<file path="config.mk">
export PLATFORM = sky130hd
export DESIGN_NAME = gmc_top
export DESIGN_NICKNAME = d
export VERILOG_FILES = /design/src/rtl/gmc_pkg.sv /design/src/rtl/gmc_bit_terms.sv /design/src/rtl/gmc_group_la.sv /design/src/rtl/gmc_top.sv
export SDC_FILE = /design/constraint.sdc
export NUM_CORES = 1
export LEC_CHECK = 0
export ABC_AREA = 1
export BUFFER_PORTS_ARGS = -buffer_cell sky130_fd_sc_hd__buf_4
export CAP_MARGIN = 20
export CORE_MARGIN = 1
export CORE_UTILIZATION = 30
export CTS_BUF_LIST = sky130_fd_sc_hd__clkbuf_8
export DETAILED_ROUTE_END_ITERATION = 8
export GPL_TIMING_DRIVEN = 0
export PLACE_DENSITY = 0.57
export SYNTH_ARGS = -nofsm -noshare
export SYNTH_HDL_FRONTEND = slang
export SYNTH_SLANG_ARGS = --single-unit
</file>
<file path="constraint.sdc">
create_clock -name clk -period 2.4 [get_ports clk]
set_input_delay 0.12 -clock clk [delete_from_list [all_inputs] [get_ports clk]]
set_output_delay 0.12 -clock clk [all_outputs]
set_load 0.005 [all_outputs]
</file>
<file path="src/rtl/gmc_pkg.sv">
package gmc_pkg;
    localparam int unsigned GMC_W    = 7;
    localparam int unsigned GMC_HI_W = 3;

    typedef struct packed {
        logic gt;
        logic eq;
    } gmc_res_t;
endpackage

</file>
<file path="src/rtl/gmc_bit_terms.sv">
// Per-bit greater/equal terms from true and complemented operand bits,
// held off while the compare strobe is low.
module gmc_bit_terms #(
    parameter int unsigned W = 7
) (
    input  logic         en,
    input  logic [W-1:0] a,
    input  logic [W-1:0] b,
    output logic [W-1:0] g,
    output logic [W-1:0] e
);
    logic [W-1:0] b_n;
    logic [W-1:0] a_n;

    for (genvar i = 0; i < W; i++) begin : g_bit
        assign a_n[i] = ~a[i];
        assign b_n[i] = ~b[i];
        assign g[i]   = en & a[i] & b_n[i];
        assign e[i]   = en & ((a[i] & b[i]) | (a_n[i] & b_n[i]));
    end
endmodule

</file>
<file path="src/rtl/gmc_group_la.sv">
// Look-ahead reduction of one group of bit terms, qualified by an
// external enable (the equality of the more significant group).
module gmc_group_la #(
    parameter int unsigned GW = 4
) (
    input  logic          qual,
    input  logic [GW-1:0] g,
    input  logic [GW-1:0] e,
    output gmc_pkg::gmc_res_t res
);
    logic gt_acc;
    logic eq_run;

    always_comb begin
        gt_acc = 1'b0;
        eq_run = 1'b1;
        for (int i = GW - 1; i >= 0; i--) begin
            gt_acc = gt_acc | (eq_run & g[i]);
            eq_run = eq_run & e[i];
        end
        res.gt = gt_acc & qual;
        res.eq = eq_run & qual;
    end
endmodule

</file>
<file path="src/rtl/gmc_top.sv">
module gmc_top #(
    parameter int unsigned W    = gmc_pkg::GMC_W,
    parameter int unsigned HI_W = gmc_pkg::GMC_HI_W
) (
    input  logic         clk,
    input  logic         rst_n,
    input  logic         cmp_en,
    input  logic [W-1:0] thr_a,
    input  logic [W-1:0] meas_b,
    output logic         res_valid,
    output logic         a_gt_b,
    output logic         a_eq_b
);
    localparam int unsigned LO_W = W - HI_W;

    typedef struct packed {
        logic         en;
        logic [W-1:0] a;
        logic [W-1:0] b;
    } stage_t;

    stage_t st_d;
    stage_t st_q;

    always_comb begin
        st_d    = st_q;
        st_d.en = cmp_en;
        st_d.a  = thr_a;
        st_d.b  = meas_b;
    end

    always_ff @(posedge clk or negedge rst_n) begin
        if (!rst_n) begin
            st_q <= '0;
        end else begin
            st_q <= st_d;
        end
    end

    logic [W-1:0] bit_g;
    logic [W-1:0] bit_e;
    gmc_pkg::gmc_res_t hi_res;
    gmc_pkg::gmc_res_t lo_res;

    gmc_bit_terms #(.W(W)) u_terms (
        .en (st_q.en),
        .a  (st_q.a),
        .b  (st_q.b),
        .g  (bit_g),
        .e  (bit_e)
    );

    gmc_group_la #(.GW(HI_W)) u_hi (
        .qual (1'b1),
        .g    (bit_g[W-1:LO_W]),
        .e    (bit_e[W-1:LO_W]),
        .res  (hi_res)
    );

    gmc_group_la #(.GW(LO_W)) u_lo (
        .qual (hi_res.eq),
        .g    (bit_g[LO_W-1:0]),
        .e    (bit_e[LO_W-1:0]),
        .res  (lo_res)
    );

    assign res_valid = st_q.en;
    assign a_gt_b    = hi_res.gt | lo_res.gt;
    assign a_eq_b    = lo_res.eq;

    AST_RESET_QUIET: assert property (@(posedge clk)
        !rst_n |-> (!res_valid && !a_gt_b && !a_eq_b));
    AST_VALID_RISE: assert property (@(posedge clk) disable iff (!rst_n)
        cmp_en |=> res_valid);
    AST_VALID_FALL: assert property (@(posedge clk) disable iff (!rst_n)
        !cmp_en |=> !res_valid);
    AST_IDLE_QUIET: assert property (@(posedge clk) disable iff (!rst_n)
        !cmp_en |=> (!a_gt_b && !a_eq_b));
    AST_EQ_MATCH: assert property (@(posedge clk) disable iff (!rst_n)
        (cmp_en && thr_a == meas_b) |=> (a_eq_b && !a_gt_b));
    AST_HI_DECIDES: assert property (@(posedge clk) disable iff (!rst_n)
        (cmp_en && thr_a[W-1:LO_W] > meas_b[W-1:LO_W]) |=> a_gt_b);
    AST_HI_LOSES: assert property (@(posedge clk) disable iff (!rst_n)
        (cmp_en && thr_a[W-1:LO_W] < meas_b[W-1:LO_W]) |=> (!a_gt_b && !a_eq_b));
    AST_LO_DECIDES: assert property (@(posedge clk) disable iff (!rst_n)
        (cmp_en && thr_a[W-1:LO_W] == meas_b[W-1:LO_W]
                && thr_a[LO_W-1:0] > meas_b[LO_W-1:0]) |=> a_gt_b);
    AST_EXCLUSIVE: assert property (@(posedge clk) disable iff (!rst_n)
        !(a_gt_b && a_eq_b));
endmodule

</file>
==> results.cfg, run 1 <==
[status]
outcome = finished, final reports clean

[placed_design]
place_congestion = 0.667
dpl-instance-area_um2 = 777
detailedPlacementHpwl_um = 723
numPlacedInstances = 108
dpl_worst_slack_ns = 1.26
buffer_ports.inserted = 19

[setup_path]
start_kind = register
cp.required_ns = 2.28
cp_slowest_cell = sky130_fd_sc_hd__dfrtp_1
critical_path.endpoint_type = output pin
critPathMaxStageDelay_ns = 0.41
cp_top_family = simple AND/OR/NAND/NOR gates
worstSetupPathType = register to output pin
path_max_fanout = 4
critical-path-top-cell-by-count = sky130_fd_sc_hd__nand2_1
arrival_time_at_the_worst_endpoint_ns = 1.27
path_buf_inv = 2
worstPathCellList = inv_2 > nor3_1 > nand3_1 > nand2_1 > nand2_1 > nand2_1 > buf_4

[timing]
tightestPinTransition_ns = 0.199
finalSetupTns_ns = 0
report.final.hold_viol_count = 0
report.final.slew_viol_count = 0
worst_slack_ns = 1.01
finish_stage_setup_viols = 0
min_period_over_period = 0.579
finalCriticalPeriod_ns = 1.39
fmaxAchievable_mhz = 720
slew_headroom = 0.867
unrepaired_setup_endpoints_after_global_routing = no

[detailed_routing]
drtAntennaViolNets = 0
drcViolationCount = 0
route.met2.wl_um = 521
vias = 505
top_signal_layer_used = met4
via_per_inst = 3.95
route.met3.wl_um = 51
drt_pass1_iterations = 3
drt-wirelength-per-cell_um = 7.92
drt_wl_total_um = 1010
met1_length_um = 413
drt_iter0_markers = 3

[global_route]
antenna_found_initial = 0
globalRouteOverflowTotal = 0
globalRouteTotalUtil = 0.128
grt_pass1_wl_um = 1830
pin_count_of_the_biggest_net_entering_global_routing = 16
grt_pass1_vias = 478

[pwr]
cellLeakagePower_nw = 0.516
power_density_nw_per_um2 = 553
vdd.ir_drop.worst_mv = 0.327

[job]
cap_viol_max_count = 0

[cts]
clock_path_buffers = 2
tritoncts_num_sinks = 15
maximum_level_of_the_cts_h_tree = 1
root_buffer = sky130_fd_sc_hd__clkbuf_8
cts_tree = yes
cts.reportedPaths.clkPinSlew_ns = 0.06
cts_resized = 0
cts_buffers = 3

[floorplanning]
die_width_um = 46.8
area_of_the_die_um2 = 2190
core.rowCount = 15
die_height_um = 46.8
ioPinCount = 20
core_region_area_um2 = 1800
floorplan.initialDensity = 0.335

[layout]
post_route_cells_drive_above_1_share = 0.262
instances_no_fill = 128
core_utilization_of_the_finished_layout = 0.545
layout_commonest_cell = sky130_fd_sc_hd__buf_4
layout.nets = 121
most_frequent_cells_in_the_layout = 19 x sky130_fd_sc_hd__buf_4, 17 x sky130_fd_sc_hd__nand2_1, 16 x sky130_fd_sc_hd__dlygate4sd3_1, 15 x sky130_fd_sc_hd__dfrtp_1, 14 x sky130_fd_sc_hd__inv_1
antennaDiodeCount = 0
finalInstanceArea_um2 = 982
area_growth_pct = 62.9

[synth]
ys_seq_elements = 15
synthFlopType = sky130_fd_sc_hd__dfrtp_1
netlist_area_before_placement_um2 = 603
netlist-cell-type-count = 16
synthCells = 64
syn_area_per_cell_um2 = 9.42
synth-edff-count = 0
synth_sequential_area_ratio = 0.622
syn-num-nets = 81
synth-warning-count = 0
asyncSetResetFlopFracSynth = 1.00

[worst_hold_path]
hp-class = primary input to async pin
-- area by class of cell --
cell class	count	area, µm²
multi-input cells	35	175
well taps	25	31.3
flip-flops and latches	15	375
fillers	184	820
clock inverters	1	3.75
clock buffers	3	41.3
inverters	14	52.6
repair buffers	35	303
-- routing by layer --
layer	track usage	vias to the layer above
li1	-	266
met1	0.135	219
met2	0.214	16
met3	0.0346	4
met4	0.103	0
met5	0	-
-- registers in the layout, indices dropped and copies added, names as in the netlist --
name,cells
st_q,14
res_valid,1
-- power by group --
group	total [mW]	leakage [nW]	switching, mW	internal [mW]
Sequential	0.272	0.175	0.00621	0.266
Combinational	0.0767	0.314	0.0297	0.0470
Clock	0.195	0.0269	0.0817	0.113
-- logic make-up (layout without fill, tap and decap cells) --
kind of cell | after synthesis | count (layout) | synth area share
XOR/XNOR | 1 | 1 | 0.0145
flip-flops | 15 | 15 | 0.622
buffers and inverters | 14 | 53 | 0.0871
AO/OA/AOI/OAI | 3 | 3 | 0.0249
AND/OR/NAND/NOR | 31 | 31 | 0.251
-- what timing repair did --
item	in CTS	in global routing
hold buffers	16	0
endpoints found under the hold margin	30	0
setup buffers	0	0
-- how the worst max path moves through the flow --
| stage | from | endpoint | cells past startpoint |
|---|---|---|---|
| global route | res_valid | a_gt_b | 7 |
| detailed placement | res_valid | a_eq_b | 6 |
| finish | res_valid | a_gt_b | 7 |
| floorplan | res_valid | a_eq_b | 5 |
| global placement | res_valid | a_eq_b | 6 |
| CTS | res_valid | a_eq_b | 6 |
-- synthesized netlist by cell type (2+ instances only) --
cell,number,area share
sky130_fd_sc_hd__nor2_1,5,0.031
sky130_fd_sc_hd__nand2_1,17,0.11
sky130_fd_sc_hd__inv_1,13,0.081
sky130_fd_sc_hd__dfrtp_1,15,0.62
sky130_fd_sc_hd__o21ai_0,2,0.017
sky130_fd_sc_hd__nand3_1,2,0.017
-- stage by stage --
| stage | total power [mW] | hold WS, ns |
|---|---|---|
| floorplan | 0.301 | -0.176 |
| global placement | 0.332 | -0.0229 |
| detailed placement | 0.334 | -0.0174 |
| CTS | 0.551 | 0.260 |
| global route | 0.576 | 0.277 |
| finish | 0.544 | 0.265 |
Note: power is estimated with default switching activity, not from simulation.
==> run 2, diff against run 1 <==
==> constraint.sdc (replaced) <==
create_clock -name clk -period 1.4 [get_ports clk]
set_input_delay 0.07 -clock clk [delete_from_list [all_inputs] [get_ports clk]]
set_output_delay 0.07 -clock clk [all_outputs]
set_load 0.005 [all_outputs]
==> run 2 against run 1 <==
Compared with the run above:
- utilization up 1.5 points
- sequential cell count unchanged
- non-clock buffer count up 1
- combinational power up 80%
- critical path type unchanged
- highest routed layer unchanged
==> results.cfg, run 2 (same netlist as run 1, synthesis figures left out) <==
[status]
outcome = finished, final reports clean

[layout]
area_growth_pct = 67.2
layout_commonest_cell = sky130_fd_sc_hd__buf_4
area_of_the_multi_input_gates_um2 = 190
antennaDiodeCount = 0
core_utilization_of_the_finished_layout = 0.560
regMostFlops = st_q
largest_reg_flops = 14
finalInstanceArea_um2 = 1010
flip_flop_and_latch_area_um2 = 375
layout.nets = 122
post_route_cells_drive_above_1_share = 0.327
most_frequent_cells_in_the_layout = 19 x sky130_fd_sc_hd__buf_4, 16 x sky130_fd_sc_hd__nand2_1, 16 x sky130_fd_sc_hd__dlygate4sd3_1, 15 x sky130_fd_sc_hd__dfrtp_1, 13 x sky130_fd_sc_hd__inv_1
fill_cells = 178

[pwr]
power_density_nw_per_um2 = 933
cellLeakagePower_nw = 0.521
clock_power_share = 0.357
power.switching_mw = 0.207
cell_internal_pwr_mw = 0.734
power_switching_share = 0.220
vdd.ir_drop.worst_mv = 0.568
power.sequential.fraction = 0.497
combPwrFrac = 0.147

[detailed_routing]
drtAntennaViolNets = 0
top_signal_layer_used = met4
drt-wirelength-per-cell_um = 7.78
drt_wl_total_um = 1000
route.met2.wl_um = 509
drt_pass1_iterations = 2
via_per_inst = 3.94
route.met3.wl_um = 43
drt_iter0_markers = 4
vias = 508
met1_length_um = 423
drcViolationCount = 0

[global_route]
pin_count_of_the_biggest_net_entering_global_routing = 16
antenna_found_initial = 0
globalRouteOverflowTotal = 0
grt_pass1_vias = 478
grt_pass1_wl_um = 1830
globalRouteTotalUtil = 0.128

[timing]
fmaxAchievable_mhz = 747
report.final.hold_viol_count = 0
worst_slack_ns = 0.0616
hold_ws_ns = 0.215
unrepaired_setup_endpoints_after_global_routing = yes
tightestPinTransition_ns = 0.185
report.final.slew_viol_count = 0
finalCriticalPeriod_ns = 1.34
min_period_over_period = 0.956
finish_stage_setup_viols = 0
slew_headroom = 0.876

[floorplanning]
area_of_the_die_um2 = 2190
die_height_um = 46.8
core_region_area_um2 = 1800
die_width_um = 46.8
core.rowCount = 15
floorplan.initialDensity = 0.335
ioPinCount = 20

[placed_design]
dpl-instance-area_um2 = 777
buffer_ports.inserted = 19
dpl_worst_slack_ns = 0.312
place_congestion = 0.667
detailedPlacementHpwl_um = 723

[cts]
maximum_level_of_the_cts_h_tree = 1
root_buffer = sky130_fd_sc_hd__clkbuf_8
cts_buffers = 3
cts_tree = yes
tritoncts_num_sinks = 15
clock_path_buffers = 2
cts.reportedPaths.clkPinSlew_ns = 0.06

[setup_path]
critPathMaxStageDelay_ns = 0.38
worstSetupPathType = register to output pin
cp.required_ns = 1.33
path_max_fanout = 2
arrival_time_at_the_worst_endpoint_ns = 1.27
cp_slowest_cell = sky130_fd_sc_hd__dfrtp_1
critical_path.endpoint_type = output pin
cp_top_family = simple AND/OR/NAND/NOR gates
worstPathCellList = nand2_1 > nand2_1 > inv_1 > nand3_2 > nor2_2 > nor2b_4 > buf_6
path_buf_inv = 2
critical-path-top-cell-by-count = sky130_fd_sc_hd__nand2_1
start_kind = register

[worst_hold_path]
hp-class = primary input to async pin

[job]
cap_viol_max_count = 0
-- run 2: layout make-up --
class                   instances  share of cell area
clock inverters                 1             0.00372
inverters                      14              0.0521
flip-flops and latches         15               0.372
clock buffers                   3              0.0409
well taps                      25              0.0310
multi-input cells              35               0.189
repair buffers                 36               0.311
-- run 2: path summary, 6_finish.rpt --
path                       startpoint        to  slack [ns]  depth (start not counted)
setup / recovery             st_q[13]    a_eq_b        0.06                          7
hold / removal                  rst_n   st_q[3]        0.22                          2
max in group asynchronous       rst_n  st_q[11]        1.02                          2
min in group clk            meas_b[6]   st_q[6]        0.47                          2
-- run 2: repair_timing --
item	4_1_cts	5_1_grt
hold buffers	16	0
gates resized for setup	0	7
setup buffers	0	1
endpoints found under the setup margin	0	2
endpoints found under the hold margin	30	0
-- run 2: through the flow --
stage               setup TNS, ns  total power, mW  instances
finish                          0            0.941        129
global route              -0.0488            0.994        129
CTS                             0            0.945        128
detailed placement              0            0.572        108
global placement                0            0.570        108
floorplan                       0            0.517         64
-- run 2: power groups by stage --
stage / combinational (mW) / clock, mW / sequential (mW)
after floorplan: 0.0441 / 0 / 0.473
after global placement: 0.0956 / 0 / 0.474
after detailed placement: 0.0980 / 0 / 0.474
after CTS: 0.133 / 0.346 / 0.467
after global routing: 0.155 / 0.370 / 0.470
final: 0.138 / 0.335 / 0.467
-- run 2: metal layers --
layer	up-vias	GRT usage
met5	-	0
met4	0	0.103
met3	4	0.0346
met2	15	0.214
met1	223	0.135
li1	266	-
==> run 3, diff against run 2 <==
--- a/config.mk
+++ b/config.mk
@@ -5,15 +5,17 @@
 export SDC_FILE = /design/constraint.sdc
 export NUM_CORES = 1
 export LEC_CHECK = 0
-export ABC_AREA = 1
+export ABC_AREA = 0
 export BUFFER_PORTS_ARGS = -buffer_cell sky130_fd_sc_hd__buf_4
 export CAP_MARGIN = 20
 export CORE_MARGIN = 1
 export CORE_UTILIZATION = 30
 export CTS_BUF_LIST = sky130_fd_sc_hd__clkbuf_8
+export CTS_CLUSTER_SIZE = 14
 export DETAILED_ROUTE_END_ITERATION = 8
 export GPL_TIMING_DRIVEN = 0
-export PLACE_DENSITY = 0.57
+export PLACE_DENSITY = 0.58
+export SETUP_SLACK_MARGIN = 0.1
 export SYNTH_ARGS = -nofsm -noshare
 export SYNTH_HDL_FRONTEND = slang
 export SYNTH_SLANG_ARGS = --single-unit
==> run 3 against run 2 <==
Compared with the run above:
- the flow now finishes with violations (setup timing)
- worst hold slack lost 0.0061 ns
- sequential power grew 0.9%
- critical path depth shrank 2
- worst setup slack lost 0.31 ns
- combinational power shrank 6%
- utilization shrank 0.32 points
- first-iteration DRC count shrank 50%
- largest cell class unchanged
==> results.cfg, run 3 <==
[job]
cap_viol_max_count = 0

[layout]
post_route_cells_drive_above_1_share = 0.338
antennaDiodeCount = 0
largest_reg_flops = 14
layout.nets = 98
most_frequent_cells_in_the_layout = 21 x sky130_fd_sc_hd__buf_4, 16 x sky130_fd_sc_hd__dlygate4sd3_1, 15 x sky130_fd_sc_hd__dfrtp_1, 5 x sky130_fd_sc_hd__xnor2_1, 4 x sky130_fd_sc_hd__inv_1
fill_cells = 161
finalInstanceArea_um2 = 961
core_utilization_of_the_finished_layout = 0.557
regMostFlops = st_q
area_growth_pct = 73.8
layout_commonest_cell = sky130_fd_sc_hd__buf_4

[cts]
maximum_level_of_the_cts_h_tree = 1
cts_tree = yes
clock_path_buffers = 2
cts.reportedPaths.clkPinSlew_ns = 0.05
tritoncts_num_sinks = 15
cts_buffers = 3
root_buffer = sky130_fd_sc_hd__clkbuf_8

[global_route]
globalRouteOverflowTotal = 0
global_routing_met1_resource_utilization = 0.112
global_route.peak_usage_layer = met2
pin_count_of_the_biggest_net_entering_global_routing = 16
grt_pass1_wl_um = 1700
met3_usage = 0.0280
use_met2 = 0.229
globalRouteTotalUtil = 0.122
antenna_found_initial = 0
grt_pass1_vias = 464

[pwr]
cellLeakagePower_nw = 0.438
vdd.ir_drop.worst_mv = 0.694
power_density_nw_per_um2 = 964

[floorplanning]
floorplan.initialDensity = 0.320
die_width_um = 44.9
ioPinCount = 20
area_of_the_die_um2 = 2020
core_region_area_um2 = 1730
die_height_um = 44.9
core.rowCount = 15

[synth]
synth_common_cells = 15 x sky130_fd_sc_hd__dfrtp_1, 5 x sky130_fd_sc_hd__xnor2_1, 3 x sky130_fd_sc_hd__inv_1, 3 x sky130_fd_sc_hd__nor2b_1
post_synth_and_or_nand_nor_area_fraction = 0.109
synthFlopType = sky130_fd_sc_hd__dfrtp_1
synthCells = 39
synth_top_family_by_area = XOR/XNOR gates
syn-num-nets = 56
asyncSetResetFlopFracSynth = 1.00
syn_area_per_cell_um2 = 14.2
synth_xor_xnor_area_share = 0.111
ys_top_cells_by_area = sky130_fd_sc_hd__dfrtp_1 68%, sky130_fd_sc_hd__xnor2_1 7.9%, sky130_fd_sc_hd__nor2b_1 3.4%
netlist_area_before_placement_um2 = 553
synth-warning-count = 0
post_synth_fa_ha_maj_area_fraction = 0.0385
netlist-cell-type-count = 14
synth.mux.area_fraction = 0
yosysMostFrequentCell = sky130_fd_sc_hd__dfrtp_1
ys_seq_elements = 15
synth-edff-count = 0
synth-compound-area-share = 0.0430
netlist.area_leader.share = 0.679
synthDominantAreaCellType = sky130_fd_sc_hd__dfrtp_1
synth_sequential_area_ratio = 0.679

[worst_hold_path]
hp-class = primary input to async pin

[setup_path]
critical_path.endpoint_type = output pin
arrival_time_at_the_worst_endpoint_ns = 1.58
start_kind = register
cp.required_ns = 1.33
worstSetupPathType = register to output pin
path_max_fanout = 2

[timing]
hold_ws_ns = 0.209
unrepaired_setup_endpoints_after_global_routing = yes
finalCriticalPeriod_ns = 1.65
fmaxAchievable_mhz = 607
min_period_over_period = 1.18
slew_headroom = 0.776
finalSetupTns_ns = -0.273
finish_stage_setup_viols = 2
report.final.slew_viol_count = 0
worst_slack_ns = -0.248
report.final.hold_viol_count = 0
tightestPinTransition_ns = 0.336

[placed_design]
place_congestion = 0.661
buffer_ports.inserted = 19
detailedPlacementHpwl_um = 618
dpl-instance-area_um2 = 727

[status]
violations_in_the_final_reports = setup timing
outcome = complete, but fails checks

[detailed_routing]
via_per_inst = 4.16
drt_pass1_iterations = 3
drtAntennaViolNets = 0
drt_iter0_markers = 2
drt-wirelength-per-cell_um = 8.89
drt_wl_total_um = 933
vias = 437
drcViolationCount = 0
==> run 3: cell families (layout without fill, tap and decap cells) <==
| logic type | count (synthesis) | count (layout) |
|---|---|---|
| buf+inv | 3 | 44 |
| compound gates | 3 | 3 |
| flops | 15 | 15 |
| simple gates | 9 | 9 |
| xor+xnor | 7 | 7 |
| fa+ha+maj | 2 | 2 |
==> run 3: final cells by class <==
cell class / instances / area [µm²] / area share
multi-input combinational: 21 / 180 / 0.188
inverter: 3 / 11.3 / 0.0117
clock inverter: 1 / 3.75 / 0.00391
clock buffer: 3 / 41.3 / 0.0430
sequential: 15 / 375 / 0.391
timing repair buffer: 37 / 318 / 0.331
tap: 25 / 31.3 / 0.0326
==> run 3: per-stage QoR <==
step                power, mW  std cells  setup slack, ns
finish                  0.927        105           -0.248
global route            0.973        105           -0.325
CTS                     0.933        104           -0.251
detailed placement      0.566         83         -0.00984
global placement        0.564         83         -0.00208
floorplan               0.510         39            0.164
==> run 3: metal layers <==
layer,vias up,part of all wire
li1,212,-
met1,206,0.35
met2,14,0.57
met3,5,0.041
met4,0,0.031
met5,-,0
==> run 3: final timing paths <==
kind / endpoint / start / slack (ns)
min: st_q[0] / rst_n / 0.21
min in group clk: st_q[12] / thr_a[5] / 0.47
max: a_gt_b / st_q[8] / -0.25
max in group asynchronous: st_q[11] / rst_n / 1.03
==> run 3: critical path, stage by stage (launching register included) <==
cell	delay, ns
sky130_fd_sc_hd__dfrtp_1	0.37
sky130_fd_sc_hd__nor2b_1	0.13
sky130_fd_sc_hd__maj3_2	0.32
sky130_fd_sc_hd__o311ai_2	0.27
sky130_fd_sc_hd__nand3_1	0.10
sky130_fd_sc_hd__buf_4	0.14
==> run 3: power breakdown <==
group	internal, mW	switching [mW]	total, mW
Sequential	0.456	0.0145	0.471
Clock	0.194	0.132	0.326
Combinational	0.0890	0.0411	0.130
Total	0.739	0.188	0.927
==> run 3: repair_timing <==
item | CTS | global route
endpoints found under the hold margin | 30 | 0
resized for setup | 2 | 0
setup buffers | 1 | 1
endpoints found under the setup margin | 2 | 2
hold buffers | 16 | 0
pin swaps | 2 | 3
